`src/rtl/stim_rx_pkg.sv`:
```
package stim_rx_pkg;

    localparam int FIELD_W    = 8;
    localparam int NUM_FIELDS = 3;
    localparam int PAYLOAD_W  = FIELD_W * NUM_FIELDS;
    localparam int CRC_W      = 8;
    localparam logic [CRC_W-1:0] CRC_POLY = 8'h07;

    typedef enum logic [2:0] {
        ST_IDLE,
        ST_START_LO,
        ST_START_HI,
        ST_FIELDS,
        ST_CHECK
    } rx_state_t;

    // first byte on the wire lands in the most significant slot
    typedef struct packed {
        logic [FIELD_W-1:0] channel;
        logic [FIELD_W-1:0] amplitude;
        logic [FIELD_W-1:0] duration;
    } stim_cmd_t;

endpackage

```
`src/rtl/stim_rx_sync.sv`:
```
module stim_rx_sync #(
    parameter int   STAGES  = 2,
    parameter logic RST_VAL = 1'b0
) (
    input  logic clk,
    input  logic rst_n,
    input  logic d,
    output logic q
);

    logic [STAGES-1:0] chain;

    generate
        if (STAGES == 1) begin : g_single
            always_ff @(posedge clk) begin
                if (!rst_n) chain <= RST_VAL;
                else        chain <= d;
            end
        end else begin : g_multi
            always_ff @(posedge clk) begin
                if (!rst_n) chain <= {STAGES{RST_VAL}};
                else        chain <= {chain[STAGES-2:0], d};
            end
        end
    endgenerate

    assign q = chain[STAGES-1];

endmodule

```
`src/rtl/stim_rx_bittimer.sv`:
```
module stim_rx_bittimer #(
    parameter int CLKS_PER_BIT = 10
) (
    input  logic clk,
    input  logic rst_n,
    input  logic restart,
    input  logic run,
    output logic sample_tick,
    output logic last_tick
);

    localparam int CW = $clog2(CLKS_PER_BIT);
    localparam logic [CW-1:0] C_ONE  = CW'(1);
    localparam logic [CW-1:0] C_MID  = CW'(CLKS_PER_BIT / 2);
    localparam logic [CW-1:0] C_LAST = CW'(CLKS_PER_BIT - 1);

    logic [CW-1:0] cnt;

    // the edge cycle is position 0, so a restart loads position 1
    always_ff @(posedge clk) begin
        if (!rst_n)       cnt <= '0;
        else if (restart) cnt <= C_ONE;
        else if (run)     cnt <= (cnt == C_LAST) ? '0 : cnt + C_ONE;
        else              cnt <= '0;
    end

    assign sample_tick = run && (cnt == C_MID);
    assign last_tick   = run && (cnt == C_LAST);

endmodule

```
`src/rtl/stim_rx_crc8.sv`:
```
module stim_rx_crc8 #(
    parameter int           W    = 8,
    parameter logic [W-1:0] POLY = 8'h07
) (
    input  logic clk,
    input  logic rst_n,
    input  logic clear,
    input  logic shift_en,
    input  logic bit_in,
    output logic next_zero
);

    logic [W-1:0] crc_q;
    logic [W-1:0] crc_nxt;

    // one serial division step, message bit entering at the top
    always_comb begin
        crc_nxt = {crc_q[W-2:0], 1'b0};
        if (crc_q[W-1] ^ bit_in) crc_nxt = crc_nxt ^ POLY;
    end

    always_ff @(posedge clk) begin
        if (!rst_n || clear) crc_q <= '0;
        else if (shift_en)   crc_q <= crc_nxt;
    end

    assign next_zero = (crc_nxt == '0);

endmodule

```
`src/rtl/stim_rx_shifter.sv`:
```
module stim_rx_shifter #(
    parameter int WIDTH = 24
) (
    input  logic             clk,
    input  logic             rst_n,
    input  logic             shift_en,
    input  logic             bit_in,
    output logic [WIDTH-1:0] data
);

    always_ff @(posedge clk) begin
        if (!rst_n)        data <= '0;
        else if (shift_en) data <= {data[WIDTH-2:0], bit_in};
    end

endmodule

```
`src/rtl/stim_cmd_rx.sv`:
```
module stim_cmd_rx
    import stim_rx_pkg::*;
#(
    parameter int CLKS_PER_BIT = 10,
    parameter int IDLE_BITS    = 2,
    parameter int SYNC_STAGES  = 2
) (
    input  logic               clk,
    input  logic               rst_n,
    input  logic               rx_din,
    output logic               cmd_valid,
    output logic               crc_err,
    output logic [FIELD_W-1:0] cmd_channel,
    output logic [FIELD_W-1:0] cmd_amplitude,
    output logic [FIELD_W-1:0] cmd_duration
);

    localparam int IDLE_CYCLES = IDLE_BITS * CLKS_PER_BIT;
    localparam int IW          = $clog2(IDLE_CYCLES + 1);
    localparam int BW          = $clog2(PAYLOAD_W);
    localparam logic [IW-1:0] IDLE_MAX     = IW'(IDLE_CYCLES);
    localparam logic [BW-1:0] PAYLOAD_LAST = BW'(PAYLOAD_W - 1);
    localparam logic [BW-1:0] CRC_LAST     = BW'(CRC_W - 1);

    rx_state_t              state_q, state_d;
    logic                   line;
    logic [IW-1:0]          idle_cnt;
    logic                   idle_ok;
    logic [BW-1:0]          bit_idx;
    logic                   restart, run, sample_tick, last_tick;
    logic                   crc_clear, crc_shift, pay_shift, frame_done;
    logic                   next_zero;
    logic [PAYLOAD_W-1:0]   payload;
    stim_cmd_t              cmd_q;

    stim_rx_sync #(
        .STAGES  (SYNC_STAGES),
        .RST_VAL (1'b0)
    ) i_sync (
        .clk   (clk),
        .rst_n (rst_n),
        .d     (rx_din),
        .q     (line)
    );

    assign run = (state_q != ST_IDLE);

    stim_rx_bittimer #(
        .CLKS_PER_BIT (CLKS_PER_BIT)
    ) i_timer (
        .clk         (clk),
        .rst_n       (rst_n),
        .restart     (restart),
        .run         (run),
        .sample_tick (sample_tick),
        .last_tick   (last_tick)
    );

    stim_rx_crc8 #(
        .W    (CRC_W),
        .POLY (CRC_POLY)
    ) i_crc (
        .clk       (clk),
        .rst_n     (rst_n),
        .clear     (crc_clear),
        .shift_en  (crc_shift),
        .bit_in    (line),
        .next_zero (next_zero)
    );

    stim_rx_shifter #(
        .WIDTH (PAYLOAD_W)
    ) i_payload (
        .clk      (clk),
        .rst_n    (rst_n),
        .shift_en (pay_shift),
        .bit_in   (line),
        .data     (payload)
    );

    // run of high samples seen while waiting; saturates at the threshold
    always_ff @(posedge clk) begin
        if (!rst_n || state_q != ST_IDLE) idle_cnt <= '0;
        else if (!line)                   idle_cnt <= '0;
        else if (idle_cnt != IDLE_MAX)    idle_cnt <= idle_cnt + IW'(1);
    end

    assign idle_ok = (idle_cnt == IDLE_MAX);

    // position inside the payload or the check byte
    always_ff @(posedge clk) begin
        if (!rst_n || state_d != state_q) bit_idx <= '0;
        else if (pay_shift || crc_shift)  bit_idx <= bit_idx + BW'(1);
    end

    // next-state and datapath controls
    always_comb begin
        state_d    = state_q;
        restart    = 1'b0;
        crc_clear  = 1'b0;
        crc_shift  = 1'b0;
        pay_shift  = 1'b0;
        frame_done = 1'b0;
        unique case (state_q)
            ST_IDLE: begin
                crc_clear = 1'b1;
                if (!line && idle_ok) begin
                    restart = 1'b1;
                    state_d = ST_START_LO;
                end
            end
            ST_START_LO: begin
                if (sample_tick && line) state_d = ST_IDLE;
                else if (last_tick)      state_d = ST_START_HI;
            end
            ST_START_HI: begin
                if (sample_tick && !line) state_d = ST_IDLE;
                else if (last_tick)       state_d = ST_FIELDS;
            end
            ST_FIELDS: begin
                if (sample_tick) begin
                    crc_shift = 1'b1;
                    pay_shift = 1'b1;
                    if (bit_idx == PAYLOAD_LAST) state_d = ST_CHECK;
                end
            end
            ST_CHECK: begin
                if (sample_tick) begin
                    crc_shift = 1'b1;
                    if (bit_idx == CRC_LAST) begin
                        frame_done = 1'b1;
                        state_d    = ST_IDLE;
                    end
                end
            end
            default: state_d = ST_IDLE;
        endcase
    end

    // state register
    always_ff @(posedge clk) begin
        if (!rst_n) state_q <= ST_IDLE;
        else        state_q <= state_d;
    end

    // output register: strobes and the held command
    always_ff @(posedge clk) begin
        if (!rst_n) begin
            cmd_valid <= 1'b0;
            crc_err   <= 1'b0;
            cmd_q     <= '0;
        end else begin
            cmd_valid <= frame_done && next_zero;
            crc_err   <= frame_done && !next_zero;
            if (frame_done && next_zero) cmd_q <= stim_cmd_t'(payload);
        end
    end

    assign cmd_channel   = cmd_q.channel;
    assign cmd_amplitude = cmd_q.amplitude;
    assign cmd_duration  = cmd_q.duration;

endmodule

```
`config.mk`:
```
export PLATFORM = sky130hd
export DESIGN_NAME = stim_cmd_rx
export DESIGN_NICKNAME = d
export VERILOG_FILES = /design/src/rtl/stim_rx_pkg.sv /design/src/rtl/stim_rx_sync.sv /design/src/rtl/stim_rx_bittimer.sv /design/src/rtl/stim_rx_crc8.sv /design/src/rtl/stim_rx_shifter.sv /design/src/rtl/stim_cmd_rx.sv
export SDC_FILE = /design/constraint.sdc
export NUM_CORES = 1
export LEC_CHECK = 0
export ABC_AREA = 1
export ABC_CLOCK_PERIOD_IN_PS = 4750
export BUFFER_PORTS_ARGS = -buffer_cell sky130_fd_sc_hd__buf_2
export CAP_MARGIN = 20
export CORE_MARGIN = 8
export CORE_UTILIZATION = 50
export DETAILED_ROUTE_END_ITERATION = 12
export PLACE_DENSITY = 0.72
export SETUP_SLACK_MARGIN = 0.1
export SLEW_MARGIN = 20
export SYNTH_ARGS = -nofsm -noshare
export SYNTH_HDL_FRONTEND = slang
export SYNTH_HIERARCHICAL = 1
export SYNTH_SLANG_ARGS = --single-unit
```
`constraint.sdc`:
```
create_clock -name clk -period 4.75 [get_ports clk]
set_input_delay 0.2375 -clock clk [delete_from_list [all_inputs] [get_ports clk]]
set_output_delay 0.2375 -clock clk [all_outputs]
set_load 0.01 [all_outputs]
```
==> reports/results.tsv, run 1 <==
stage	metric	value	unit
setup_path	nature of the critical path endpoint	flop	
setup_path	critical path peak fanout	51	
synthesis	Seq/Total Area, Yosys	46.4	%
clock_network	CTS tree	built	
clock_network	Post-CTS Setup Repair Bufs	0	
finish	nets	498	
die	Core ar.	6390	um2
place	post-DP HPWL	4000	um
global_route	largest net degree at the start of global routing	54	
setup_path	CP cell instances	inv_1 -> nand2_2 -> inv_1 -> nor2_1 -> inv_2 -> nor2_4 -> inv_1 -> nand2_2 -> inv_2 -> a21oi_1 -> nand2_1 -> inv_1	
setup_path	CP max stage delay	0.79	ns
synthesis	register bit count reported by yosys	77	
synthesis	cell count after synthesis	463	
synthesis	syn_area_per_cell	7.18	um2
timing	Slew Viols, Final	0	
setup_path	r2r worst-path depth	12	
setup_path	Worst EP arrival	3.14	ns
clock_network	clock latency on the worst-skew pair	0.34	ns
finish	most common cell after layout, fill and taps aside	inv_1	
die	Die Ht	97.5	um
die	Die X	97.5	um
place	number of port buffers	28	
timing	final hold vios	0	
clock_network	root buffer cell	clkbuf_8	
synthesis	Post-Syn Area	3320	um2
setup_path	Worst Setup Start Kind	flop	
setup_path	crit-path most repeated cell	inv_1	
synthesis	syn_nets	472	
routing	final wirelength	5900	um
die	initial core utilization	52.0	%
worst_hold_path	hold path cells	3	
setup_path	WP data required	5.04	ns
clock_network	H-tree levels	3	
clock_network	CTS clock-pin slew for the worst setup and hold paths	0.08	ns
timing	Worst-Margin Slew	0.999	ns
routing	router iterations before antenna repair	4	
timing	normalized max-slew margin	33.3	%
synthesis	Netlist cell types	28	
finish	share of cells above drive strength 1	12.8	%
global_route	first-pass GRT wire length	10700	um
synthesis	Syn. warnings	6	
clock_network	CTS sink cnt	77	
finish	Antenna diodes	0	
routing	drt wl/cell	10.3	um
timing	hold_ws	0.0714	ns
routing	DRC	0	
die	Ports	29	
run_status	status	completed	
power_and_ir_drop	leak pwr	1.52	nW
routing	DRT antenna net count	0	
routing	vias per cell	4.73	
flow_run	Max Cap Violations	0	
timing	Tmin final	2.85	ns
place	Placer Congestion	0.832	
timing	endpoints failing setup	0	
timing	period utilization	60.0	%
die	FP Rows	29	
global_route	vias in the first global route	2568	
power_and_ir_drop	VDD IR-drop max	0.000290	V
setup_path	Crit Path Class	flop to flop	
routing	via count	2703	
finish	P&R area growth vs syn	11.3	%
timing	Max Clock Freq	351	MHz
die	Die ar.	9510	um2
global_route	initial antenna violation count	0	
clock_network	Longest Clk Path Bufs	2	
timing	setup_tns	0	ns
global_route	grt ovf	0	
finish	most frequent cells in the layout	inv_1 (87), nand2_1 (84), nor2_1 (78), dfxtp_1 (77), a21oi_1 (33)	
timing	final clock skew	0.00864	ns
worst_hold_path	min-delay worst type	input pin to flop	
routing	DR iter-0 viols	129	
clock_network	CTS Buf Count	9	
clock_network	cts hold-fix bufs	0	
power_and_ir_drop	power density cells	326	nW/um2
timing	RSZ-0062 raised after global routing	no	
global_route	Total GRT Usage	13.0	%
clock_network	PostCTS Resize Cnt	0	
setup_path	Worst path slowest cell	nor2_4	
-- cells by family (layout without fill, tap and decap cells) --
kind of cell               after synthesis  after routing  synth area share (%)
buffers and inverters                  106            137                  13.0
xor gates and xnor gates                 7              7                  1.84
DFF                                     77             77                  46.4
AOI/OAI and AO/OA                       67             67                  10.7
adders and majority gates                6              6                  2.26
and+or+nand+nor                        200            200                  25.9
-- state kept, by name, summed over array words and instances, names as in the netlist, 4 cells and up --
signal          cells
bit_idx             5
cmd_amplitude       8
cmd_channel         8
cmd_duration        8
i_crc/crc_q         8
i_payload/data     24
i_timer/cnt         4
idle_cnt            5
-- synth_stat cells --
library cell,instances,share of area (%)
inv_1,87,9.8
nand2_1,84,9.5
nor2_1,78,8.8
dfxtp_1,77,46
a21oi_1,33,5.0
o21ai_0,25,3.8
nand3_1,14,2.1
a211oi_1,6,1.4
ha_1,6,2.3
buf_2,5,0.75
clkbuf_1,5,0.56
inv_2,5,0.56
nand2_2,5,0.94
nand4_1,5,0.94
xor2_1,5,1.3
nand3_2,4,1.2
buf_6,3,1.0
nor3_1,3,0.45
and3_1,2,0.38
nor2_2,2,0.38
xnor2_1,2,0.53
a21oi_2,1,0.26
a31oi_1,1,0.19
buf_4,1,0.23
nand2_4,1,0.34
nor2_4,1,0.34
nor3_4,1,0.49
o21ai_1,1,0.15
-- cell type report --
class,count,area [um2]
clock inverter,5,85.1
timing repair buffer,29,148
inverter,92,345
tap,77,96.3
fill,602,2690
multi-input combinational,280,1350
sequential,77,1540
clock buffer,11,131
-- critical path: cells and delay by family (launching register included) --
family	cells	cell delay (ns)
buffers and inverters	6	0.62
flip-flops	1	0.49
AND/OR/NAND/NOR	5	1.53
AO/OA/AOI/OAI	1	0.15
-- final timing paths --
check,from,endpoint,slack (ns)
setup reg to reg,state_q[0],i_crc/crc_q[2],1.90
hold / removal,rx_din,i_sync/chain[0],0.07
setup / recovery,state_q[0],i_crc/crc_q[2],1.90
hold reg to reg,i_sync/chain[0],i_sync/chain[1],0.41
-- routing by layer --
layer  up-vias  GRT usage, %  wire (um)
met5         -             0          0
met4         0          3.50         34
met3         4          4.77        184
met2        39          22.8       2840
met1      1194          14.4       2840
li1       1466             -          -
-- stage by stage --
stage          cell area (um2)  util, %  std cells  total power, mW  setup WS, ns
3_3_place_gp              3480     54.5        555            0.687          2.04
6_report                  3700     57.9        571             1.21          1.90
5_1_grt                   3700     57.9        571             1.25          1.48
3_5_place_dp              3480     54.5        555            0.688          1.91
2_1_floorplan             3320        -        463            0.681          2.91
4_1_cts                   3700     57.9        571             1.22          1.87
-- report_power, final --
group	leakage (nW)	total, mW	switching (mW)	internal [mW]
Sequential	0.620	0.647	0.00125	0.646
Combinational	0.798	0.0253	0.0171	0.00812
Clock	0.104	0.534	0.236	0.298
Total	1.52	1.21	0.254	0.952
No activity file was read; power rests on OpenSTA's default activity.
==> run 2: changes to the inputs <==
--- a/config.mk
+++ b/config.mk
@@ -6,13 +6,13 @@
 export NUM_CORES = 1
 export LEC_CHECK = 0
 export ABC_AREA = 1
-export ABC_CLOCK_PERIOD_IN_PS = 4750
+export ABC_CLOCK_PERIOD_IN_PS = 2600
 export BUFFER_PORTS_ARGS = -buffer_cell sky130_fd_sc_hd__buf_2
 export CAP_MARGIN = 20
 export CORE_MARGIN = 8
 export CORE_UTILIZATION = 50
 export DETAILED_ROUTE_END_ITERATION = 12
-export PLACE_DENSITY = 0.72
+export PLACE_DENSITY = 0.74
 export SETUP_SLACK_MARGIN = 0.1
 export SLEW_MARGIN = 20
 export SYNTH_ARGS = -nofsm -noshare
==> constraint.sdc (replaced) <==
create_clock -name clk -period 2.6 [get_ports clk]
set_input_delay 0.13 -clock clk [delete_from_list [all_inputs] [get_ports clk]]
set_output_delay 0.13 -clock clk [all_outputs]
set_load 0.01 [all_outputs]
==> reports/results.tsv, run 2 (synthesis results as in run 1) <==
stage	metric	value	unit
run_status	status	completed	
clock_network	H-tree levels	3	
die	Core ar.	6390	um2
routing	DR iter-0 viols	115	
die	FP Rows	29	
finish	P&R area growth vs syn	12.1	%
clock_network	CTS Buf Count	9	
clock_network	CTS tree	built	
die	Die Ht	97.5	um
place	number of port buffers	28	
power_and_ir_drop	VDD IR-drop max	0.000544	V
setup_path	Crit Path Class	flop to flop	
power_and_ir_drop	leak pwr	1.54	nW
clock_network	CTS sink cnt	77	
timing	RSZ-0062 raised after global routing	no	
place	post-DP HPWL	4060	um
timing	Slew Viols, Final	0	
timing	setup_tns	0	ns
place	Placer Congestion	0.870	
setup_path	nature of the critical path endpoint	flop	
global_route	initial antenna violation count	0	
finish	nets	501	
timing	period utilization	86.7	%
flow_run	Max Cap Violations	0	
setup_path	WP data required	2.82	ns
timing	Worst-Margin Slew	0.445	ns
die	Die X	97.5	um
timing	endpoints failing setup	0	
setup_path	FF-to-FF setup slack	0.35	ns
routing	router iterations before antenna repair	5	
routing	DRC	0	
die	Ports	29	
finish	FILL cells	587	
timing	final clock skew	0.00897	ns
setup_path	Worst EP arrival	2.47	ns
routing	DRT antenna net count	0	
power_and_ir_drop	Power Total	2.20	mW
clock_network	CTS clock-pin slew for the worst setup and hold paths	0.07	ns
clock_network	clock latency on the worst-skew pair	0.34	ns
routing	drt wl/cell	10.4	um
global_route	grt ovf	0	
timing	final hold vios	0	
finish	most common cell after layout, fill and taps aside	inv_1	
timing	hold_ws	0.192	ns
setup_path	critical path peak fanout	49	
clock_network	root buffer cell	clkbuf_8	
power_and_ir_drop	power density cells	592	nW/um2
finish	most frequent cells in the layout	inv_1 (87), nand2_1 (84), nor2_1 (78), dfxtp_1 (77), a21oi_1 (33)	
routing	via count	2730	
global_route	Total GRT Usage	13.1	%
timing	Max Clock Freq	444	MHz
global_route	vias in the first global route	2447	
die	Die ar.	9510	um2
finish	Largest register FFs	24	
timing	Tmin final	2.25	ns
routing	final wirelength	5990	um
global_route	largest net degree at the start of global routing	53	
die	initial core utilization	52.0	%
timing	normalized max-slew margin	70.3	%
routing	vias per cell	4.76	
clock_network	PostCTS Resize Cnt	0	
worst_hold_path	min-delay worst type	input pin to flop	
finish	Antenna diodes	0	
finish	Top reg by flops	i_payload/data	
finish	share of cells above drive strength 1	12.9	%
global_route	first-pass GRT wire length	10600	um
setup_path	Worst Setup Start Kind	flop	
clock_network	Longest Clk Path Bufs	2	
## run 2: cell type report
cell class / instances / area (um2) / share of cell area [%]
Clock buffer: 13 / 149 / 4.00
Tap cell: 77 / 96.3 / 2.59
Timing Repair Buffer: 32 / 173 / 4.64
Sequential cell: 77 / 1540 / 41.4
Multi-Input combinational cell: 280 / 1350 / 36.3
Clock inverter: 3 / 68.8 / 1.85
Inverter: 92 / 345 / 9.27
## run 2: critical path: stages (launching register included)
cell,delay (ns)
dfxtp_1,0.46
inv_1,0.13
nand2_2,0.14
inv_1,0.08
nor2_1,0.33
inv_2,0.10
nor2_1,0.11
nand2_1,0.08
inv_2,0.08
nand3_2,0.05
buf_4,0.27
o21ai_0,0.23
a21oi_1,0.07
## run 2: power by group
group,switching (mW),leakage (nW),internal (mW)
clock network,0.405,0.108,0.570
registers,0.00213,0.620,1.18
logic,0.0312,0.812,0.0157
total,0.439,1.54,1.77
## run 2: path summary, 6_finish.rpt
| kind | startpoint | endpoint | depth (start not counted) |
|---|---|---|---|
| hold / removal | rst_n | state_q[2] | 3 |
| hold reg to reg | i_sync/chain[0] | i_sync/chain[1] | 2 |
| setup / recovery | state_q[0] | cmd_amplitude[5] | 12 |
| setup reg to reg | state_q[0] | cmd_amplitude[5] | 12 |
## run 2: layer usage
layer	part of all wire [%]	global-route usage, %	vias up
li1	-	-	1469
met1	47	15.1	1212
met2	48	22.1	40
met3	4.2	4.41	9
met4	1.1	4.20	0
met5	0	0	-
## run 2: repair_timing
action,in CTS,in global routing
hold buffers,1,0
endpoints found under the hold margin,1,0
setup buffers,0,0
## run 2: through the flow
step	utilization [%]	instances	instance area, um2	setup slack [ns]
after floorplan	-	463	3320	0.759
after global placement	54.8	557	3500	0.464
after detailed placement	54.8	557	3500	0.351
after CTS	58.3	574	3720	0.340
after global routing	58.3	574	3720	0.122
final	58.3	574	3720	0.345
